File: src/rtl/sreg_guard_pkg.sv
package sreg_guard_pkg;
  localparam int SR_W   = 16;
  localparam int OP_W   = 8;
  localparam int SUS_B  = 15;
  localparam int QE_B   = 9;
  localparam int MODE_HI = 8;
  localparam int MODE_LO = 7;
  localparam logic [OP_W-1:0] OP_SUSPEND = 8'h75;
  localparam logic [OP_W-1:0] OP_RESUME  = 8'h7A;
  // bits a Write Status request may change
  localparam logic [SR_W-1:0] WR_MASK = 16'h7FFC;

  typedef enum logic [1:0] {
    PM_OPEN = 2'b00,
    PM_PIN  = 2'b01,
    PM_HELD = 2'b10,
    PM_SEAL = 2'b11
  } prot_mode_e;
endpackage

File: src/rtl/sreg_wp_sync.sv
module sreg_wp_sync #(
  parameter int STAGES = 2
) (
  input  logic clk,
  input  logic rst,
  input  logic pin_async,
  output logic pin_sync
);
  logic [STAGES-1:0] chain;

  genvar i;
  generate
    for (i = 0; i < STAGES; i++) begin : g_stage
      always_ff @(posedge clk) begin
        if (rst) chain[i] <= 1'b0;
        else if (i == 0) chain[i] <= pin_async;
        else chain[i] <= chain[(i == 0) ? 0 : i-1];
      end
    end
  endgenerate

  assign pin_sync = chain[STAGES-1];
endmodule

File: src/rtl/sreg_lock_eval.sv
module sreg_lock_eval
  import sreg_guard_pkg::*;
(
  input  prot_mode_e mode,
  input  logic       quad_en,
  input  logic       wp_level,
  input  logic       wel,
  output logic       accept
);
  always_comb begin
    case (mode)
      PM_OPEN: accept = wel;
      // with quad enabled the pin carries data, so it cannot gate
      PM_PIN:  accept = wel && (quad_en || wp_level);
      default: accept = 1'b0;
    endcase
  end
endmodule

File: src/rtl/sreg_store.sv
module sreg_store
  import sreg_guard_pkg::*;
#(
  parameter int W   = SR_W,
  parameter int OPW = OP_W
) (
  input  logic           clk,
  input  logic           rst,
  input  logic           pwr_cycle,
  input  logic           op_valid,
  input  logic [OPW-1:0] op_code,
  input  logic           wrsr_req,
  input  logic [W-1:0]   wrsr_data,
  input  logic           accept,
  output logic [W-1:0]   sr,
  output logic           acc_p,
  output logic           rej_p,
  output logic           clr_p
);
  localparam logic [W-1:0] MASK = W'(WR_MASK);

  always_ff @(posedge clk) begin
    if (rst) begin
      sr    <= '0;
      acc_p <= 1'b0;
      rej_p <= 1'b0;
      clr_p <= 1'b0;
    end else begin
      acc_p <= 1'b0;
      rej_p <= 1'b0;
      clr_p <= 1'b0;
      if (pwr_cycle) begin
        sr[SUS_B] <= 1'b0;
        if (sr[MODE_HI:MODE_LO] == PM_HELD)
          sr[MODE_HI:MODE_LO] <= PM_OPEN;
      end else begin
        if (wrsr_req) begin
          if (accept) begin
            sr    <= (sr & ~MASK) | (wrsr_data & MASK);
            acc_p <= 1'b1;
            clr_p <= 1'b1;
          end else begin
            rej_p <= 1'b1;
          end
        end
        if (op_valid && op_code == OP_SUSPEND)
          sr[SUS_B] <= 1'b1;
        else if (op_valid && op_code == OP_RESUME)
          sr[SUS_B] <= 1'b0;
      end
    end
  end
endmodule

File: src/rtl/sreg_guard.sv
module sreg_guard
  import sreg_guard_pkg::*;
#(
  parameter int SYNC_STAGES = 2
) (
  input  logic            clk,
  input  logic            rst,
  input  logic            pwr_cycle,
  input  logic            op_valid,
  input  logic [OP_W-1:0] op_code,
  input  logic            wrsr_req,
  input  logic [SR_W-1:0] wrsr_data,
  input  logic            wel,
  input  logic            wp_n,
  output logic [SR_W-1:0] status,
  output logic            wr_acc,
  output logic            wr_rej,
  output logic            wel_clr,
  output logic            quad_mode
);
  logic       wp_s;
  logic       accept;
  prot_mode_e mode;

  sreg_wp_sync #(.STAGES(SYNC_STAGES)) u_sync (
    .clk(clk), .rst(rst), .pin_async(wp_n), .pin_sync(wp_s)
  );

  assign mode = prot_mode_e'(status[MODE_HI:MODE_LO]);

  sreg_lock_eval u_eval (
    .mode(mode), .quad_en(status[QE_B]), .wp_level(wp_s),
    .wel(wel), .accept(accept)
  );

  sreg_store #(.W(SR_W), .OPW(OP_W)) u_store (
    .clk(clk), .rst(rst), .pwr_cycle(pwr_cycle),
    .op_valid(op_valid), .op_code(op_code),
    .wrsr_req(wrsr_req), .wrsr_data(wrsr_data), .accept(accept),
    .sr(status), .acc_p(wr_acc), .rej_p(wr_rej), .clr_p(wel_clr)
  );

  assign quad_mode = status[QE_B];
endmodule

File: config.mk
export PLATFORM = sky130hd
export DESIGN_NAME = sreg_guard
export DESIGN_NICKNAME = d
export VERILOG_FILES = /design/src/rtl/sreg_guard_pkg.sv /design/src/rtl/sreg_wp_sync.sv /design/src/rtl/sreg_lock_eval.sv /design/src/rtl/sreg_store.sv /design/src/rtl/sreg_guard.sv
export SDC_FILE = /design/constraint.sdc
export NUM_CORES = 1
export LEC_CHECK = 0
export CAP_MARGIN = 5
export CORE_ASPECT_RATIO = 1.25
export CORE_UTILIZATION = 30
export DETAILED_ROUTE_END_ITERATION = 16
export DONT_BUFFER_PORTS = 1
export PLACE_DENSITY = 0.44
export SYNTH_ARGS = -nofsm -noshare
export SYNTH_HDL_FRONTEND = slang
export SYNTH_SLANG_ARGS = --single-unit
File: constraint.sdc
create_clock -name clk -period 1.4 [get_ports clk]
set_clock_uncertainty 0.2 [all_clocks]
set_input_delay 0.14 -clock clk [delete_from_list [all_inputs] [get_ports clk]]
set_output_delay 0.14 -clock clk [all_outputs]
set_load 0.01 [all_outputs]
# After elaboration in Yosys (flattened, before gate mapping)
# Cells that the tools add are included.
word_totals:
  register_bits: 20
  latch_bits: 0
  mem_bits_rw: 0
  rom_bits: 0
  in_bits: 31
  output_inout_bits: 20
  elab_cells: 38
  memories: 0
classes:
  n_addsub: 0
  n_mul: 0
  div_mod_pow: 0
  order_cmp: 0
  n_eq_ne: 5
  shifts: 0
  mux: 9
  bitwise: 3
  reduce_logical: 14
ops:
  columns: ["op", "n"]
  rows:
  - ["2-to-1 mux 16 bit", 2]
  - ["== test 8 x 7 -> 1 bit (second input constant)", 2]
  - ["bitwise OR 16 x 15 -> 16 bit", 1]
  - ["AND reduction 3 bit", 2]
  - ["nonzero test 3 bit", 2]
  - ["2-to-1 mux 1 bit", 4]
  - ["2-to-1 mux 2 bit", 2]
  - ["nonzero test 2 bit", 2]
  - ["logical AND 1 bit", 3]
  - ["OR reduction 3 bit", 1]
  - ["== test 2 x 1 -> 1 bit (second input constant)", 1]
  - ["== test 2 bit (second input constant)", 1]
  - ["logical NOT 2 bit", 1]
  - ["inequality test 2 x 1 -> 1 bit (second input constant)", 1]
  - ["inverter 1 bit", 2]
  - ["one-hot mux 1 bit (2 select lines)", 1]
  - ["AND reduction 2 bit", 1]
  - ["OR reduction 2 bit", 1]
  - ["logical OR 1 bit", 1]

# Longest topological paths before layout
# Gate-level depths: netlist of run 1.
depth:
  depth_word: 7
  mapped_depth: 4
  depth_no_buf: 3

# Modules after synthesis
# From an unflattened synthesis of run 1, not the netlist that was laid out.
unflattened:
  hier_cells: 84
  area_unflattened_um2: 710.7
modules_own_cells:
  columns: ["mod", "n_inst", "cells_per_inst", "area_each_um2", "seq_area_each_um2"]
  rows:
  - ["sreg_store", 1, 76, 624.3, 320.3]
  - ["sreg_wp_sync", 1, 4, 52.6, 40.0]
  - ["sreg_lock_eval", 1, 3, 26.3, 0.0]
  - ["sreg_guard", 1, 1, 7.5, 0.0]

# Least setup slack after synthesis of run 1
# OpenSTA, ideal clock, no wires.
synth_timing:
  path_type: "flip-flop to flip-flop"
  from: "register u_store.sr[8]"
  to: "register u_store.sr[9]"
  setup_ps: 70
  arrival_time_ps: 1092
  t_required_ps: 1130
  slack_ps: 38
  stages_incl_launch_ff: 4
  path_buffers: 0
  period_less_slack_ps: 1362
  cell_sequence: "dfxtp_1 nand2b_4 or4_1 a21oi_1"
synth_between:
  elab_chain_cells: 3
  word_cells_on_any_way: 4
  classes_between: "eq/ne: 1; mux: 1; reduce/logical: 2"
synth_rtl:
  columns: ["element", "line", "text"]
  rows:
  - ["from (decl)", "sreg_store.sv:15", "output logic [W-1:0] sr,"]
  - ["from (signal assigned)", "sreg_store.sv:39", "sr <= (sr & ~MASK) | (wrsr_data & MASK);"]
  - ["== test 2 x 1 -> 1 bit / logical NOT 2 bit (equally long branches)", "sreg_lock_eval.sv:11", "case (mode)"]
  - ["one-hot mux 1 bit (2 select lines) *", "sreg_lock_eval.sv:11", null]
  - ["AND reduction 3 bit (no source line) *", null, null]
# Every way passes the cells marked *; elsewhere a longest branch is shown, timed or not.
# A chain may end at the register's enable or synchronous reset.

# Worst setup path after layout of run 1
# Ends and elaborated chain as after synthesis.

==> out/results.txt, run 1 <==
Mux cell area share after synthesis: 13.0%
Num CTS Buffers: 3
Gr usage total: 12.5%
Number of diodes: 0
CTS clk-pin slew, worst paths: 0.10 ns
WP data arrival: 1.41 ns
Starting density of the core: 31.6%
Clock Latency Late Sink: 0.29 ns
DR vias/cell: 4.57
Crit end category: flop
Routed wire per std cell: 11.8 um
Io pins: 51
Vias: 694
First-pass GRT wire length: 2790 um
Clk pwr share: 26.8%
Post-DP HPWL: 1080 um
Crit-path max FO: 5
H-tree depth: 1
Cells after Synth: 85
Proportion of netlist area held by the largest area contributor: 42.5%
CTS root buf: clkbuf_4
DRT Pass-1 Iters: 2
Static Leak: 0.000460 uW
WS Path Type: reg2reg
Synth area leaders: dfxtp_1, nand2b_1, mux2i_1
Fin. max-slew vios: 0
Core region area: 2680 um2
Failing checks: negative hold slack
Synth Area in Compound Gates: 3.40%
Placed Instances: 116
Post-Synth Adder-Cell Area: 0%
Chip height: 61.4 um
Int Power: 733 uW
Post-route cell area: 1240 um2
Max-capacitance violation count: 0
Worst hold slack: -0.180 ns
Final std cells w/o fill: 152
Die width: 49.5 um
Vias in the first global route: 666
Area Growth Syn to Fin: 46.4%
Port-buffer cells: 0
Logic pwr share: 16.1%
Area share of and/or/nand/nor cells after synthesis: 33.5%
Final hold violations: 3
Final Net Count: 151
Status: finished with violations
Ys Warns: 0
HP Class: in2reg
Largest net degree at the start of global routing: 17
TritonCTS clock tree: yes
Routability cong.: 0.646
Initial antenna violation count: 0
Antenna viol nets, final: 0
Largest family of logic cells by synthesized area: simple AND/OR/NAND/NOR gates
CP Data Required Time: 1.42 ns
Mean post-synth cell area: 9.97 um2
R2R Setup Slk: 0.01 ns
Sequential-to-total area share from yosys stat: 42.5%
F_max: 720 MHz
Residual DRC: 0
Fraction of layout cells with a size suffix above 1: 9.32%
Power Dens Cells: 771 nW/um2
Setup_tns: 0 ns
Post-Route WL: 1790 um
Final Cycle Share: 99.2%
XOR/XNOR share of the synthesized area: 0%
Synthesized area: 847 um2
Yosys reg bits: 18
Largest area contributor in the netlist: dfxtp_1
Row count: 21
Switch share: 23.4%
Net Switching: 223 uW
Synth unique cells: 24
Area after DPL: 883 um2
Fin util: 46.3%
Worst vdd ir: 0.422 mV
Final setup vio count: 0
DR iter-0 viols: 9
Die area: 3040 um2
Kind of start point of the critical path: flop
Overflow after GRT: 0
Final min period: 1.39 ns
Seq pwr share: 57.1%
RSZ-0062 raised after global routing: true
Clock Path Buffers: 2
CTS Sinks: 18
## final cells by class
class,instances,area [um2]
fill,276,1440
multi-input combinational,58,430
timing repair buffer,37,375
sequential,18,362
tap,34,42.5
clock buffer,3,22.5
inverter,2,7.51
## worst paths after layout
| check | depth (start not counted) | from | end |
|---|---|---|---|
| worst max register to register | 3 | u_store.sr[8]$_SDFFE_PP0P_ | u_store.sr[9]$_SDFFE_PP0P_ |
| worst min register to register | 2 | u_store.sr[15]$_SDFFE_PP0P_ | u_store.sr[15]$_SDFFE_PP0P_ |
| worst min-delay path | 2 | wel | u_store.acc_p$_SDFF_PP0_ |
| worst max-delay path | 3 | u_store.sr[8]$_SDFFE_PP0P_ | u_store.sr[9]$_SDFFE_PP0P_ |
## cells by family after synthesis
family                 count (synthesis)
and+or+nand+nor                       40
DFF                                   18
muxes                                 11
buffers and inverters                 10
AOI/OAI and AO/OA                      5
other                                  1
## through the flow
step	power, uW	worst slack [ns]
after floorplan	634	0.0380
after global placement	635	0.0700
after detailed placement	637	0.0488
after CTS	976	0.0115
after global routing	1010	-0.0214
final	956	0.0117
## registers in the layout (all words and copies together), names as in the netlist
| register | flops |
|---|---|
| u_store.sr | 14 |
| u_sync.pin_sync | 1 |
| u_store.rej_p | 1 |
| u_sync.chain | 1 |
| u_store.acc_p | 1 |
## critical path, cell delays in order (launching register included)
cell      delay (ns)
dfxtp_2         0.33
nand2b_4        0.16
or4_1           0.51
a21oi_1         0.13
## power by group through the flow
stage / Sequential (uW) / Combinational, uW / Clock, uW
floorplan: 557 / 76.7 / 0
global placement: 557 / 77.1 / 0
detailed placement: 558 / 79.7 / 0
CTS: 546 / 154 / 275
global route: 548 / 167 / 296
finish: 546 / 154 / 256
## cell usage in the layout (no fill, tap or decap), drive strengths merged, types with 2 or more instances in the layout
master / synthesis / final
inv: 2 / 2
clkbuf: 3 / 3
nor4bb: 2 / 2
o21ai: 3 / 3
nor2: 2 / 2
dfxtp: 18 / 18
buf: 5 / 4
conb: 1 / 2
nor3: 2 / 2
nor2b: 3 / 3
dlygate4sd3: 0 / 32
mux2i: 11 / 11
nand2b: 24 / 24
## per-layer routing
| metal | track usage [%] | vias up | routed length, um |
|---|---|---|---|
| li1 | - | 346 | - |
| met1 | 12.1 | 319 | 706 |
| met2 | 23.4 | 27 | 957 |
| met3 | 3.70 | 2 | 111 |
| met4 | 8.57 | 0 | 15 |
| met5 | 0 | - | 0 |
## Yosys cell counts (all sizes together)
master,count
nand2b,24
clkbuf,3
o21ai,3
nor4,1
nor4bb,2
nor3,2
buf,5
nor3b,1
dfxtp,18
or4,1
conb,1
nor2,2
o2bb2ai,1
nand4,1
nor2b,3
mux2i,11
and3,1
and4b,1
nand2,1
a21oi,1
inv,2
## what timing repair did
| action | 4_1_cts | 5_1_grt |
|---|---|---|
| setup endpoints to repair | 0 | 9 |
| hold endpoints to repair | 18 | 4 |
| setup buffers | 0 | 0 |
| resized for setup | 0 | 2 |
| hold buffers | 33 | 1 |
Power figures use the tool's default switching activity.
==> run 2, diff against run 1 <==
--- a/config.mk
+++ b/config.mk
@@ -10,7 +10,9 @@
 export CORE_UTILIZATION = 30
 export DETAILED_ROUTE_END_ITERATION = 16
 export DONT_BUFFER_PORTS = 1
+export GPL_ROUTABILITY_DRIVEN = 0
 export PLACE_DENSITY = 0.44
+export REMOVE_ABC_BUFFERS = 1
 export SYNTH_ARGS = -nofsm -noshare
 export SYNTH_HDL_FRONTEND = slang
 export SYNTH_SLANG_ARGS = --single-unit
==> run 2 against run 1 <==
Compared with the run above:
- the flow still finishes with violations (negative hold slack)
- critical path depth stayed put
- power is 1.8% lower
- fmax is 0.27% lower
- non-clock buffer count is 4 lower
- flip-flop and latch count stayed put
- hold slack worse by 0.11 ns
- combinational power is 8% lower
- first-iteration DRC count is 89% higher
- sequential power hardly changed
- largest cell class unchanged
- highest routed layer unchanged
==> out/results.txt, run 2 (synthesis gave the netlist of run 1 again) <==
CTS root buf: clkbuf_4
WS Path Type: reg2reg
Final std cells w/o fill: 148 (-2.6%)
Gr usage total: 12.0% (-0.51 points)
Postcts setup bufs: 0 (unchanged)
Core region area: 2680 um2 (unchanged)
Fraction of layout cells with a size suffix above 1: 11.4% (+2.1 points)
First-pass GRT wire length: 2620 um (-5.9%)
Fin util: 45.0% (-1.3 points)
CP Data Required Time: 1.43 ns (about the same)
Starting density of the core: 31.6% (unchanged)
WP data arrival: 1.42 ns (about the same)
Worst hold slack: -0.295 ns (-0.115 ns)
Fin. max-slew vios: 0 (unchanged)
TritonCTS clock tree: yes
Residual DRC: 0 (unchanged)
Max-capacitance violation count: 0 (unchanged)
Vias in the first global route: 639 (-4.1%)
Post-DP HPWL: 993 um (-8.0%)
Largest net degree at the start of global routing: 31 (+14)
Final hold violations: 15 (+12)
Final min period: 1.39 ns (+0.00378 ns)
Logic pwr share: 15.0% (-1.1 points)
Most flop-heavy register: u_store.sr
H-tree depth: 1 (unchanged)
Chip height: 61.4 um (unchanged)
Antenna viol nets, final: 0 (unchanged)
HP Class: in2reg
DR vias/cell: 4.62 (+1.2%)
Worst vdd ir: 0.387 mV (-8.3%)
Net Switching: 213 uW (-4.6%)
Final Cycle Share: 99.4% (+0.27 points)
Post-Route WL: 1720 um (-4.2%)
Static Leak: 0.000435 uW (-5.5%)
Int Power: 726 uW (-0.95%)
Clock Path Buffers: 2 (unchanged)
Crit-path max FO: 5 (unchanged)
Seq pwr share: 58.1% (+1.0 points)
Status: finished with violations
CTS Sinks: 18 (unchanged)
Slowest-stage cell, CP: or4_4
R2R Setup Slk: 0.008 ns (about the same)
RSZ-0062 raised after global routing: true
Vias: 684 (-1.4%)
DR iter-0 viols: 17 (+8)
Kind of start point of the critical path: flop
Most frequent cells in the layout: dlygate4sd3_1, nand2b_1, dfxtp_1
Power Dens Cells: 779 nW/um2 (+1.0%)
F_max: 718 MHz (-0.27%)
Final setup vio count: 0 (unchanged)
Port-buffer cells: 0 (unchanged)
Routed wire per std cell: 11.6 um (-1.7%)
Clk pwr share: 26.9% (about the same)
Die width: 49.5 um (unchanged)
Placed Instances: 116 (unchanged)
Area Growth Syn to Fin: 42.2%
DRT Pass-1 Iters: 2 (unchanged)
Hold buffer count at CTS: 29 (-12%)
CP cell instances: nand2b_4 > or4_4 > a21oi_2
Num CTS Buffers: 3 (unchanged)
Fillers: 279 (+1.1%)
Overflow after GRT: 0 (unchanged)
Switch share: 22.7% (-0.67 points)
Clock Latency Late Sink: 0.29 ns (about the same)
Failing checks: negative hold slack
Die area: 3040 um2 (unchanged)
Largest stage delay, worst path: 0.52 ns (about the same)
Row count: 21 (unchanged)
Crit end category: flop
Commonest non-fill, non-tap cell in the layout: dlygate4sd3_1
Initial antenna violation count: 0 (unchanged)
Largest register FFs: 14 (unchanged)
CTS clk-pin slew, worst paths: 0.10 ns (about the same)
Final Net Count: 147 (-2.6%)
Io pins: 51 (unchanged)
Number of diodes: 0 (unchanged)
-- run 2: cell types whose count changed in the layout (fill, tap and decap cells not counted), sizes merged --
cell	change
dlymetal6s4s	-1
dlygate4sd3	-3
-- run 2: power by group through the flow --
stage               logic, uW  clock network [uW]  registers (uW)
detailed placement       79.7                   0             557
global placement         78.1                   0             557
global route              154                 301             548
CTS                       140                 277             546
floorplan                59.7                   0             558
finish                    141                 252             545
-- run 2: worst paths after layout --
check / cells after the start / startpoint / end
worst min-delay path: 1 / rst / u_store.sr[9]$_SDFFE_PP0P_
worst min register to register: 2 / u_store.sr[15]$_SDFFE_PP0P_ / u_store.sr[15]$_SDFFE_PP0P_
worst max register to register: 3 / u_store.sr[8]$_SDFFE_PP0P_ / u_store.sr[9]$_SDFFE_PP0P_
worst max-delay path: 3 / u_store.sr[8]$_SDFFE_PP0P_ / u_store.sr[9]$_SDFFE_PP0P_
-- run 2: what timing repair did --
item | in CTS | in global routing
gates resized for setup | 0 | 3
hold endpoints to repair | 18 | 15
setup endpoints to repair | 0 | 6
-- run 2: metal layers --
layer / GRT usage [%] / part of all wire [%]
met1: 12.3 / 43
met4: 8.57 / 0.87
met3: 3.95 / 6.0
met5: 0 / 0
met2: 21.0 / 50
-- run 2: final cells by class --
| cell class | instances | area, um2 | share of cell area (%) |
|---|---|---|---|
| flip-flops and latches | 18 | 362 | 30.0 |
| inverters | 2 | 7.51 | 0.623 |
| clock buffers | 3 | 22.5 | 1.87 |
| multi-input cells | 58 | 438 | 36.3 |
| repair buffers | 33 | 333 | 27.6 |
| well taps | 34 | 42.5 | 3.53 |
-- run 2: stage by stage --
| stage | TNS, ns | power, uW | hold slack, ns | setup WS, ns | cell area [um2] |
|---|---|---|---|---|---|
| 2_1_floorplan | -2.03 | 618 | 0.00907 | -0.173 | 798 |
| 3_3_place_gp | 0 | 635 | 0.0173 | 0.0566 | 883 |
| 3_5_place_dp | 0 | 637 | 0.0142 | 0.0482 | 883 |
| 4_1_cts | 0 | 963 | -0.307 | 0.00379 | 1200 |
| 5_1_grt | -0.142 | 1000 | -0.326 | -0.0564 | 1200 |
| 6_report | 0 | 939 | -0.295 | 0.00789 | 1200 |
-- run 2: worst max-delay path: cells and delay by family, from the launching register on --
kind             cells  cell delay (ns)
AND/OR/NAND/NOR      2             0.68
flip-flops           1             0.33
AO/OA/AOI/OAI        1             0.14
